$ cat src/rtl/cws_pkg.sv
package cws_pkg;
   // Register offsets (byte addresses inside the wrapper window)
   localparam logic [11:0] OFF_CTRL_SET = 12'h400;
   localparam logic [11:0] OFF_CTRL_CLR = 12'h404;
   localparam logic [11:0] OFF_CTRL     = 12'h408;
   localparam logic [11:0] OFF_STAT     = 12'h500;
   localparam logic [11:0] OFF_RESET    = 12'h800;

   // Control register bit positions that the sequencer and decode rely on
   localparam int unsigned CB_CLKEN = 0;
   localparam int unsigned CB_FORCE = 1;

   typedef enum logic [2:0] {
      SQ_IDLE,
      SQ_DIS_WAIT,
      SQ_DIS_HOLD,
      SQ_EN_FORCE,
      SQ_EN_SETTLE
   } seq_state_e;
endpackage

$ cat src/rtl/cws_ustimer.sv
module cws_ustimer #(
   parameter int unsigned CLK_MHZ  = 200,
   parameter int unsigned LONG_US  = 10,
   parameter int unsigned SHORT_US = 1
) (
   input  logic clk,
   input  logic rst_n,
   input  logic load,
   input  logic sel_long,
   output logic done
);
   localparam int unsigned LONG_CYC  = CLK_MHZ * LONG_US;
   localparam int unsigned SHORT_CYC = CLK_MHZ * SHORT_US;
   localparam int unsigned CW        = $clog2(LONG_CYC + 1);

   logic [CW-1:0] cnt_q;

   always_ff @(posedge clk or negedge rst_n) begin
      if (!rst_n) begin
         cnt_q <= '0;
      end else if (load) begin
         cnt_q <= sel_long ? CW'(LONG_CYC - 1) : CW'(SHORT_CYC - 1);
      end else if (cnt_q != '0) begin
         cnt_q <= cnt_q - 1'b1;
      end
   end

   assign done = (cnt_q == '0);
endmodule

$ cat src/rtl/cws_regfile.sv
module cws_regfile
   import cws_pkg::*;
#(
   parameter int unsigned ADDR_W = 12,
   parameter int unsigned DATA_W = 32,
   parameter int unsigned CTRL_W = 16
) (
   input  logic              clk,
   input  logic              rst_n,
   input  logic              req,
   input  logic              we,
   input  logic [ADDR_W-1:0] addr,
   input  logic [DATA_W-1:0] wdata,
   input  logic [DATA_W-1:0] wmask,
   input  logic              busy,
   input  logic              seq_ctrl_we,
   input  logic [CTRL_W-1:0] seq_ctrl_val,
   input  logic              seq_rst_set,
   input  logic              seq_rst_clr,
   output logic [CTRL_W-1:0] ctrl_q,
   output logic [CTRL_W-1:0] stat_q,
   output logic              rst_q,
   output logic [DATA_W-1:0] rdata
);
   logic [CTRL_W-1:0] wd, wm;
   logic [CTRL_W-1:0] c_new, s_new;
   logic              r_new;
   logic              wr_ok;
   logic              hit_set, hit_clr, hit_ctl, hit_stat, hit_rst;
   logic [DATA_W-1:0] rd_val;

   assign wd = wdata[CTRL_W-1:0];
   assign wm = wmask[CTRL_W-1:0];

   generate
      if (DATA_W > CTRL_W) begin : g_hi
         logic unused_hi;
         assign unused_hi = ^{wdata[DATA_W-1:CTRL_W], wmask[DATA_W-1:CTRL_W]};
      end
   endgenerate

   assign hit_set  = (addr == ADDR_W'(OFF_CTRL_SET));
   assign hit_clr  = (addr == ADDR_W'(OFF_CTRL_CLR));
   assign hit_ctl  = (addr == ADDR_W'(OFF_CTRL));
   assign hit_stat = (addr == ADDR_W'(OFF_STAT));
   assign hit_rst  = (addr == ADDR_W'(OFF_RESET));
   assign wr_ok    = req && we && !busy;

   always_comb begin
      c_new = ctrl_q;
      s_new = stat_q;
      r_new = rst_q;
      if (wr_ok) begin
         if (hit_set)  c_new = ctrl_q | wd;
         if (hit_clr)  c_new = ctrl_q & ~wd;
         if (hit_ctl)  c_new = (ctrl_q & ~wm) | (wd & wm);
         if (hit_stat) s_new = (stat_q & ~wm) | (wd & wm);
         if (hit_rst)  r_new = (rst_q & ~wm[0]) | (wd[0] & wm[0]);
      end
      // sequencer actions take priority over a same-cycle port write
      if (seq_ctrl_we) c_new = seq_ctrl_val;
      if (seq_rst_set) r_new = 1'b1;
      if (seq_rst_clr) r_new = 1'b0;
   end

   always_comb begin
      rd_val = '0;
      if (hit_set || hit_clr || hit_ctl) rd_val = DATA_W'(c_new);
      else if (hit_stat)                 rd_val = DATA_W'(s_new);
      else if (hit_rst)                  rd_val = DATA_W'(r_new);
   end

   always_ff @(posedge clk or negedge rst_n) begin
      if (!rst_n) begin
         ctrl_q <= '0;
         stat_q <= '0;
         rst_q  <= 1'b1;
         rdata  <= '0;
      end else begin
         ctrl_q <= c_new;
         stat_q <= s_new;
         rst_q  <= r_new;
         if (req) rdata <= rd_val;
      end
   end
endmodule

$ cat src/rtl/cws_seq.sv
module cws_seq
   import cws_pkg::*;
#(
   parameter int unsigned CTRL_W = 16
) (
   input  logic              clk,
   input  logic              rst_n,
   input  logic              cmd_valid,
   input  logic              cmd_full,
   input  logic [CTRL_W-1:0] keep_bits,
   input  logic [CTRL_W-1:0] rst_bits,
   input  logic              in_reset,
   input  logic              tmr_done,
   output logic              busy,
   output logic              tmr_load,
   output logic              tmr_long,
   output logic              ctrl_we,
   output logic [CTRL_W-1:0] ctrl_val,
   output logic              rst_set,
   output logic              rst_clr
);
   localparam logic [CTRL_W-1:0] M_CLK   = CTRL_W'(1) << CB_CLKEN;
   localparam logic [CTRL_W-1:0] M_FORCE = CTRL_W'(1) << CB_FORCE;

   seq_state_e        st_q, st_d;
   logic              full_q, full_d;
   logic [CTRL_W-1:0] keep_q, keep_d;

   always_comb begin
      st_d     = st_q;
      full_d   = full_q;
      keep_d   = keep_q;
      tmr_load = 1'b0;
      tmr_long = 1'b0;
      ctrl_we  = 1'b0;
      ctrl_val = '0;
      rst_set  = 1'b0;
      rst_clr  = 1'b0;
      unique case (st_q)
         SQ_IDLE: begin
            if (cmd_valid) begin
               full_d = cmd_full;
               keep_d = keep_bits;
               if (!in_reset) begin
                  ctrl_we  = 1'b1;
                  ctrl_val = cmd_full ? (keep_bits | rst_bits) : keep_bits;
                  tmr_load = 1'b1;
                  tmr_long = 1'b1;
                  st_d     = SQ_DIS_WAIT;
               end else if (cmd_full) begin
                  ctrl_we  = 1'b1;
                  ctrl_val = keep_bits | M_FORCE | M_CLK;
                  rst_clr  = 1'b1;
                  tmr_load = 1'b1;
                  st_d     = SQ_EN_FORCE;
               end
            end
         end
         SQ_DIS_WAIT: begin
            if (tmr_done) begin
               rst_set  = 1'b1;
               tmr_load = 1'b1;
               st_d     = SQ_DIS_HOLD;
            end
         end
         SQ_DIS_HOLD: begin
            if (tmr_done) begin
               if (full_q) begin
                  ctrl_we  = 1'b1;
                  ctrl_val = keep_q | M_FORCE | M_CLK;
                  rst_clr  = 1'b1;
                  tmr_load = 1'b1;
                  st_d     = SQ_EN_FORCE;
               end else begin
                  st_d = SQ_IDLE;
               end
            end
         end
         SQ_EN_FORCE: begin
            if (tmr_done) begin
               ctrl_we  = 1'b1;
               ctrl_val = (keep_q & ~M_FORCE) | M_CLK;
               tmr_load = 1'b1;
               st_d     = SQ_EN_SETTLE;
            end
         end
         SQ_EN_SETTLE: begin
            if (tmr_done) st_d = SQ_IDLE;
         end
         default: st_d = SQ_IDLE;
      endcase
   end

   always_ff @(posedge clk or negedge rst_n) begin
      if (!rst_n) begin
         st_q   <= SQ_IDLE;
         full_q <= 1'b0;
         keep_q <= '0;
      end else begin
         st_q   <= st_d;
         full_q <= full_d;
         keep_q <= keep_d;
      end
   end

   assign busy = (st_q != SQ_IDLE);
endmodule

$ cat src/rtl/corewrap_seq.sv
module corewrap_seq
   import cws_pkg::*;
#(
   parameter int unsigned ADDR_W   = 12,
   parameter int unsigned DATA_W   = 32,
   parameter int unsigned CTRL_W   = 16,
   parameter int unsigned CLK_MHZ  = 200,
   parameter int unsigned LONG_US  = 10,
   parameter int unsigned SHORT_US = 1
) (
   input  logic              clk,
   input  logic              rst_n,
   input  logic              reg_req,
   input  logic              reg_we,
   input  logic [ADDR_W-1:0] reg_addr,
   input  logic [DATA_W-1:0] reg_wdata,
   input  logic [DATA_W-1:0] reg_wmask,
   output logic [DATA_W-1:0] reg_rdata,
   input  logic              cmd_valid,
   input  logic              cmd_full,
   input  logic [CTRL_W-1:0] cmd_keep_bits,
   input  logic [CTRL_W-1:0] cmd_rst_bits,
   output logic              busy,
   output logic [CTRL_W-1:0] core_ctrl,
   output logic [CTRL_W-1:0] core_status,
   output logic              core_in_reset,
   output logic              core_up
);
   generate
      if (CTRL_W < 16) begin : g_chk_ctrl
         $error("CTRL_W must hold the 16 defined control bits");
      end
      if (DATA_W < CTRL_W) begin : g_chk_data
         $error("DATA_W must be at least CTRL_W");
      end
      if (ADDR_W < 12) begin : g_chk_addr
         $error("ADDR_W must cover the 4 KiB wrapper window");
      end
      if (CLK_MHZ == 0 || SHORT_US == 0 || LONG_US < SHORT_US) begin : g_chk_tm
         $error("timer parameters out of range");
      end
   endgenerate

   logic              tmr_load, tmr_long, tmr_done;
   logic              s_ctrl_we, s_rst_set, s_rst_clr;
   logic [CTRL_W-1:0] s_ctrl_val;

   cws_ustimer #(
      .CLK_MHZ (CLK_MHZ),
      .LONG_US (LONG_US),
      .SHORT_US(SHORT_US)
   ) i_timer (
      .clk     (clk),
      .rst_n   (rst_n),
      .load    (tmr_load),
      .sel_long(tmr_long),
      .done    (tmr_done)
   );

   cws_seq #(
      .CTRL_W(CTRL_W)
   ) i_seq (
      .clk      (clk),
      .rst_n    (rst_n),
      .cmd_valid(cmd_valid),
      .cmd_full (cmd_full),
      .keep_bits(cmd_keep_bits),
      .rst_bits (cmd_rst_bits),
      .in_reset (core_in_reset),
      .tmr_done (tmr_done),
      .busy     (busy),
      .tmr_load (tmr_load),
      .tmr_long (tmr_long),
      .ctrl_we  (s_ctrl_we),
      .ctrl_val (s_ctrl_val),
      .rst_set  (s_rst_set),
      .rst_clr  (s_rst_clr)
   );

   cws_regfile #(
      .ADDR_W(ADDR_W),
      .DATA_W(DATA_W),
      .CTRL_W(CTRL_W)
   ) i_regs (
      .clk         (clk),
      .rst_n       (rst_n),
      .req         (reg_req),
      .we          (reg_we),
      .addr        (reg_addr),
      .wdata       (reg_wdata),
      .wmask       (reg_wmask),
      .busy        (busy),
      .seq_ctrl_we (s_ctrl_we),
      .seq_ctrl_val(s_ctrl_val),
      .seq_rst_set (s_rst_set),
      .seq_rst_clr (s_rst_clr),
      .ctrl_q      (core_ctrl),
      .stat_q      (core_status),
      .rst_q       (core_in_reset),
      .rdata       (reg_rdata)
   );

   assign core_up = core_ctrl[CB_CLKEN] && !core_ctrl[CB_FORCE] && !core_in_reset;
endmodule

$ cat config.mk
export PLATFORM = sky130hd
export DESIGN_NAME = corewrap_seq
export DESIGN_NICKNAME = d
export VERILOG_FILES = /design/src/rtl/cws_pkg.sv /design/src/rtl/cws_ustimer.sv /design/src/rtl/cws_regfile.sv /design/src/rtl/cws_seq.sv /design/src/rtl/corewrap_seq.sv
export SDC_FILE = /design/constraint.sdc
export NUM_CORES = 1
export LEC_CHECK = 0
export ABC_AREA = 1
export CAP_MARGIN = 20
export CORE_MARGIN = 1.5
export CORE_UTILIZATION = 35
export CTS_CLUSTER_DIAMETER = 150
export DETAILED_ROUTE_END_ITERATION = 10
export HOLD_SLACK_MARGIN = 0.08
export PLACE_DENSITY = 0.71
export SLEW_MARGIN = 20
export SYNTH_ARGS = -nofsm -noshare
export SYNTH_HDL_FRONTEND = slang
export SYNTH_HIERARCHICAL = 1
export SYNTH_SLANG_ARGS = --single-unit
$ cat constraint.sdc
create_clock -name clk -period 4.7 [get_ports clk]
set_clock_uncertainty 0.05 [all_clocks]
set_input_delay 0.94 -clock clk [delete_from_list [all_inputs] [get_ports clk]]
set_output_delay 0.94 -clock clk [all_outputs]
set_load 0.05 [all_outputs]
==> results of run 1 <==
[cell usage in the layout (no fill, tap or decap), types with 15 or more instances in the layout]
| master | n |
|---|---|
| dfrtp_1 | 77 |
| nand2_1 | 270 |
| clkdlybuf4s50_1 | 131 |
| nand3_1 | 137 |
| a21oi_1 | 43 |
| o21ai_1 | 15 |
| inv_1 | 147 |
| conb_1 | 16 |
| o21ai_0 | 25 |
| nand4_1 | 19 |
| nor2_1 | 94 |
[power by group through the flow]
stage | combinational, µW | clock [µW] | sequential [µW]
floorplan | 206 | 0 | 823
global placement | 398 | 0 | 787
detailed placement | 406 | 0 | 787
CTS | 408 | 671 | 776
global route | 447 | 694 | 783
finish | 407 | 658 | 776
[final timing paths]
path	startpoint	to	cells past startpoint
worst min register to register	i_seq/keep_q[5]	i_seq/keep_q[5]	2
max in group asynchronous	rst_n	i_regs/stat_q[13]	1
worst max-delay path	cmd_valid	i_regs/rdata[4]	11
min in group asynchronous	rst_n	i_timer/cnt_q[6]	1
worst max register to register	i_timer/cnt_q[0]	i_regs/rdata[4]	14
worst min-delay path	i_seq/keep_q[5]	i_seq/keep_q[5]	2
[through the flow]
stage | hold WS, ps | instances | power [µW]
after global routing | 500 | 1272 | 1920
after floorplan | 424 | 955 | 1030
after detailed placement | 457 | 1255 | 1190
after global placement | 445 | 1255 | 1190
final | 465 | 1272 | 1840
after CTS | 470 | 1271 | 1850
[worst register-to-register path: stages, from the launching register on]
cell and delay (ps):
dfrtp_1 360, inv_1 160, ha_1 300, nand2_4 110, nor2_4 140, nand3_4 110, inv_1 70, buf_4 280
o21ai_0 200, nand2_1 530, buf_4 340, nand2_1 90, nand2_1 90, nand2_1 60, a21oi_1 170
[layer usage]
| metal | GRT usage | vias up | share of wire |
|---|---|---|---|
| li1 | - | 3118 | - |
| met1 | 0.278 | 2779 | 0.46 |
| met2 | 0.327 | 189 | 0.47 |
| met3 | 0.0323 | 17 | 0.056 |
| met4 | 0.0646 | 2 | 0.014 |
| met5 | 0 | - | 0.00063 |
[flip-flops by register name (all words and copies together), names as in the netlist]
name / count
i_timer/cnt_q: 11
i_regs/ctrl_q: 16
i_seq/full_q: 1
i_regs/rdata: 16
i_seq/st_q: 3
i_seq/keep_q: 14
i_regs/rst_q: 1
i_regs/stat_q: 16
[logic make-up (layout without fill, tap and decap cells)]
kind of cell               count (synthesis)  in the layout  share of synthesized area
buffers and inverters                    211            308                      0.163
adders and majority gates                  1              1                    0.00211
other                                      1             16                   0.000631
DFF                                       78             78                      0.329
AOI/OAI and AO/OA                         99             99                     0.0960
and+or+nand+nor                          550            550                      0.409
[final cells by class]
cell class | instances | area, µm²
clock buffers | 11 | 243
clock inverters | 5 | 25.0
fillers | 1770 | 9060
inverters | 154 | 581
multi-input cells | 666 | 3070
flip-flops and latches | 78 | 1950
well taps | 220 | 275
repair buffers | 138 | 1370
==> flow_metrics.tcl, run 1 <==
set metrics [dict create \
    status "completed" \
    dieArea_mm2 0.0178 \
    combPwrFrac 0.221 \
    fin_util 0.454 \
    period_minus_slack_ps 3210 \
    placed_cell_area_mm2 0.00724 \
    p_seq_frac 0.422 \
    syn_area_per_cell_um2 6.32 \
    cpPeakStageDelay_ps 450 \
    antenna_found_initial 1 \
    maxSlewViolCount 0 \
    fmaxAchievable_ghz 0.312 \
    fp.dieW_um 133 \
    drt_wl_total_um 17600 \
    rsz0062_at_grt "no" \
    cp.buffers_inverters 3 \
    cts.sinks 78 \
    post_drt_wl_per_cell_um 13.8 \
    worst_slack_ps 1490 \
    ys.flop_type "dfrtp_1" \
    switching_share 0.323 \
    clockRootBuffer "clkbuf_16" \
    antenna_left 0 \
    crit_required_ps 4910 \
    place_ws_ps 1140 \
    drc_errors 0 \
    grt_pass1_vias 5610 \
    area.growth.synth_to_final_pct 26.6 \
    synth_edf_count 0 \
    synthArstFlopShare 1.00 \
    rows 47 \
    crit_path_cell_trace "clkdlybuf4s50_1 -> inv_1 -> a21oi_1 -> nand2_2 -> nand2_1 -> buf_4 -> a21oi_1 -> nand2_1 -> nand2_1 -> nand2_1 -> a21oi_1" \
    worstPathArrival_ps 3420 \
    yosysTopAreaCell "dfrtp_1" \
    drt_first_iter_violations 571 \
    post_cts_buffers 0 \
    synthTopCellsByArea "dfrtp_1, nand2_1, nand3_1, inv_1, nor2_1" \
    synth_top_cell_area_share 0.324 \
    ctsResizeCount 0 \
    reg2reg_slack_ps 1570 \
    die_h_um 133 \
    path_delay_family "buffers and inverters" \
    clkTransAtPathRegs_ps 60 \
    cts_tree "built" \
    intPower_uw 1250 \
    fin_setup_tns_ps 0 \
    path_class "in -> reg" \
    syn_area_mm2 0.00594 \
    cap_viol_max_count 0 \
    worstPathMaxFanout 18 \
    synth_seq_area_share 0.329 \
    worst_setup_path_end_kind "flip-flop" \
    worstMarginPinSlew_ps 1050 \
    synth_cell_types 38 \
    vias_per_cell 4.80 \
    period_share 0.683 \
    port_buffers 132 \
    postCtsHoldBufs 0 \
    synth_top_cells_by_count "nand2_1, inv_1, nand3_1" \
    powerDensity_mw_per_mm2 245 \
    ir_drop_mv 0.174 \
    syn_inst 940 \
    drive_above_1_share 0.0646 \
    postLayoutCellArea_mm2 0.00752 \
    io_pins 181 \
    crit_top_cell "nand2_1" \
    gp_congestion 0.832 \
    crit_path_top_delay_cell "clkdlybuf4s50_1" \
    yosys_warnings 6 \
    ys_seq_elements 78 \
    antenna_cells 0 \
    max_slew_margin 0.301 \
    hp-class "reg -> reg" \
    dp_hpwl_um 12400 \
    power.static_leakage_uw 0.00377 \
    p_sw_uw 594 \
    clk_latency_ps 340 \
    groute.usage.overall 0.203 \
    setup_viol_count_final 0 \
    num_vias 6105 \
    start_util 0.358 \
    grt_pass1_wl_um 28700 \
    grt_start_max_net_pins 79 \
    core_area_mm2 0.0166 \
    clockPowerShare 0.357 \
    cts_buffers 9 \
    synth_most_common_cell "nand2_1" \
    start_kind "input port" \
    cts_max_level 3 \
    drt-pass1-iter-count 8 \
    cts_buffer_depth 2 \
    hold_viol_final 0 \
    grt_remaining_overflow 0 \
    nets 1162 \
]
Note: power is estimated with default switching activity, not from simulation.
==> run 2, diff against run 1 <==
==> constraint.sdc (replaced) <==
create_clock -name clk -period 3.1 [get_ports clk]
set_clock_uncertainty 0.05 [all_clocks]
set_input_delay 0.62 -clock clk [delete_from_list [all_inputs] [get_ports clk]]
set_output_delay 0.62 -clock clk [all_outputs]
set_load 0.05 [all_outputs]
==> run 2 against run 1 <==
Net effect:
- final cell count increased by 0.71%
- hold slack got worse by 250 ps
- first-iteration DRC count decreased by 7.4%
- combinational power increased by 52%
- non-clock buffer count increased by 9
- cell area increased by 1.6%
- sequential share of layout area decreased by 0.40 points
- worst setup slack got worse by 960 ps
- die area unchanged
- power increased by 57%
- utilization increased by 0.72 points
==> flow_metrics.tcl, run 2 (synthesized netlist as in run 1, its figures left out) <==
set metrics [dict create \
    hp-class "in -> async" \
    start_util 0.358 \
    antenna_cells 0 \
    crit_path_top_delay_cell "dfrtp_1" \
    antenna_found_initial 0 \
    dp_hpwl_um 12600 \
    nets 1171 \
    maxSlewViolCount 0 \
    period_minus_slack_ps 2570 \
    grt_pass1_vias 5549 \
    clk_latency_ps 340 \
    vias_per_cell 4.80 \
    cts_buffers 9 \
    crit_required_ps 3320 \
    start_kind "flip-flop" \
    ir_drop_mv 0.261 \
    final_cell_mix "nand2_1, inv_1, nand3_1" \
    drc_errors 0 \
    rows 47 \
    drive_above_1_share 0.0726 \
    reg_top3 "i_regs/ctrl_q: 16 flops, i_regs/rdata: 16 flops, i_regs/stat_q: 16 flops" \
    cts.sinks 78 \
    area.growth.synth_to_final_pct 28.6 \
    cts_max_level 3 \
    drt_first_iter_violations 529 \
    fillerInstances 1711 \
    r2r-start "i_timer/cnt_q[0]" \
    cpPeakStageDelay_ps 360 \
    status "completed" \
    powerDensity_mw_per_mm2 379 \
    placed_cells 1265 \
    antenna_left 0 \
    num_vias 6153 \
    cts_buffer_depth 2 \
    hold_viol_final 0 \
    critPathLaunch "i_timer/cnt_q[0]" \
    grt_start_max_net_pins 47 \
    path_delay_family "simple AND/OR/NAND/NOR gates" \
    clkTransAtPathRegs_ps 60 \
    fp.dieW_um 133 \
    setup_viol_count_final 0 \
    crit_path_cell_trace "inv_1 -> ha_1 -> nand2_4 -> nor2_4 -> nand3_4 -> inv_1 -> buf_4 -> nand3_1 -> nor2_1 -> nor2_1 -> nand3_1 -> nand2_1 -> nand2_1 -> nand2_1 -> a21oi_2" \
    gp_congestion 0.819 \
    period_share 0.830 \
    reg2reg_slack_ps 530 \
    final_common_cell "nand2_1" \
    fmaxAchievable_ghz 0.389 \
    cp.buffers_inverters 3 \
    io_pins 181 \
    die_h_um 133 \
    post_cts_buffers 0 \
    multi_input_area_mm2 0.00307 \
    fin_cells 1281 \
    worst_setup_path_end_kind "flip-flop" \
    place_ws_ps 365 \
    grt_remaining_overflow 0 \
    worstPathMaxFanout 28 \
    worst_slack_ps 527 \
    path_class "reg -> reg" \
    cap_viol_max_count 0 \
    port_buffers 132 \
    fin_setup_tns_ps 0 \
    worstPathArrival_ps 2790 \
    postCtsHoldBufs 0 \
    groute.usage.overall 0.202 \
    ctsResizeCount 0 \
    ff_latch_area_mm2 0.00195 \
    rsz0062_at_grt "no" \
    drt-pass1-iter-count 6 \
    cts_tree "built" \
    grt_pass1_wl_um 28300 \
    clockRootBuffer "clkbuf_16" \
    drt_wl_total_um 17600 \
    crit_top_cell "nand2_1" \
    dieArea_mm2 0.0178 \
    max_slew_margin 0.579 \
    power.static_leakage_uw 0.00383 \
    worstMarginPinSlew_ps 629 \
    post_drt_wl_per_cell_um 13.8 \
    core_area_mm2 0.0166 \
]
run 2: changes by cell type in the layout (fill, tap and decap cells not counted):
cell	before	now
buf_12	0	2
clkbuf_8	1	2
buf_4	5	14
bufinv_16	0	1
clkinv_2	5	3
buf_6	2	0
run 2: layout make-up:
cell class / count / area share
repair buffers: 147 / 0.191
flip-flops and latches: 78 / 0.256
clock inverters: 4 / 0.00589
clock buffers: 12 / 0.0336
multi-input cells: 666 / 0.402
well taps: 220 / 0.0360
inverters: 154 / 0.0760
run 2: worst paths after layout:
path / to / cells after the start
worst min-delay path: i_timer/cnt_q[2] / 1
worst max register to register: i_regs/rdata[13] / 15
max in group asynchronous: i_regs/rst_q / 2
worst min register to register: i_seq/keep_q[5] / 2
min in group clk: i_seq/keep_q[5] / 2
worst max-delay path: i_regs/rdata[13] / 15
run 2: where the power goes:
group | switching (µW) | total (µW) | leakage, µW | internal, µW
logic | 378 | 620 | 0.00283 | 242
registers | 79.6 | 1170 | 0.000846 | 1100
clock network | 434 | 1100 | 0.000152 | 664
total | 892 | 2890 | 0.00383 | 2000
run 2: layer usage:
metal,vias to the layer above,GRT usage,wire length [µm]
li1,3139,-,-
met1,2805,0.283,8220
met2,190,0.316,8020
met3,19,0.0434,1140
met4,0,0.0507,234
met5,-,0,0
run 2: stage by stage:
stage / hold WS (ps) / util / area (µm²) / power, µW
after CTS: 228 / 0.461 / 7640 / 2920
final: 213 / 0.461 / 7640 / 2890
after global routing: 250 / 0.461 / 7640 / 3030
after global placement: 448 / 0.443 / 7340 / 1800
after detailed placement: 450 / 0.443 / 7340 / 1810
after floorplan: 274 / - / 6000 / 1560
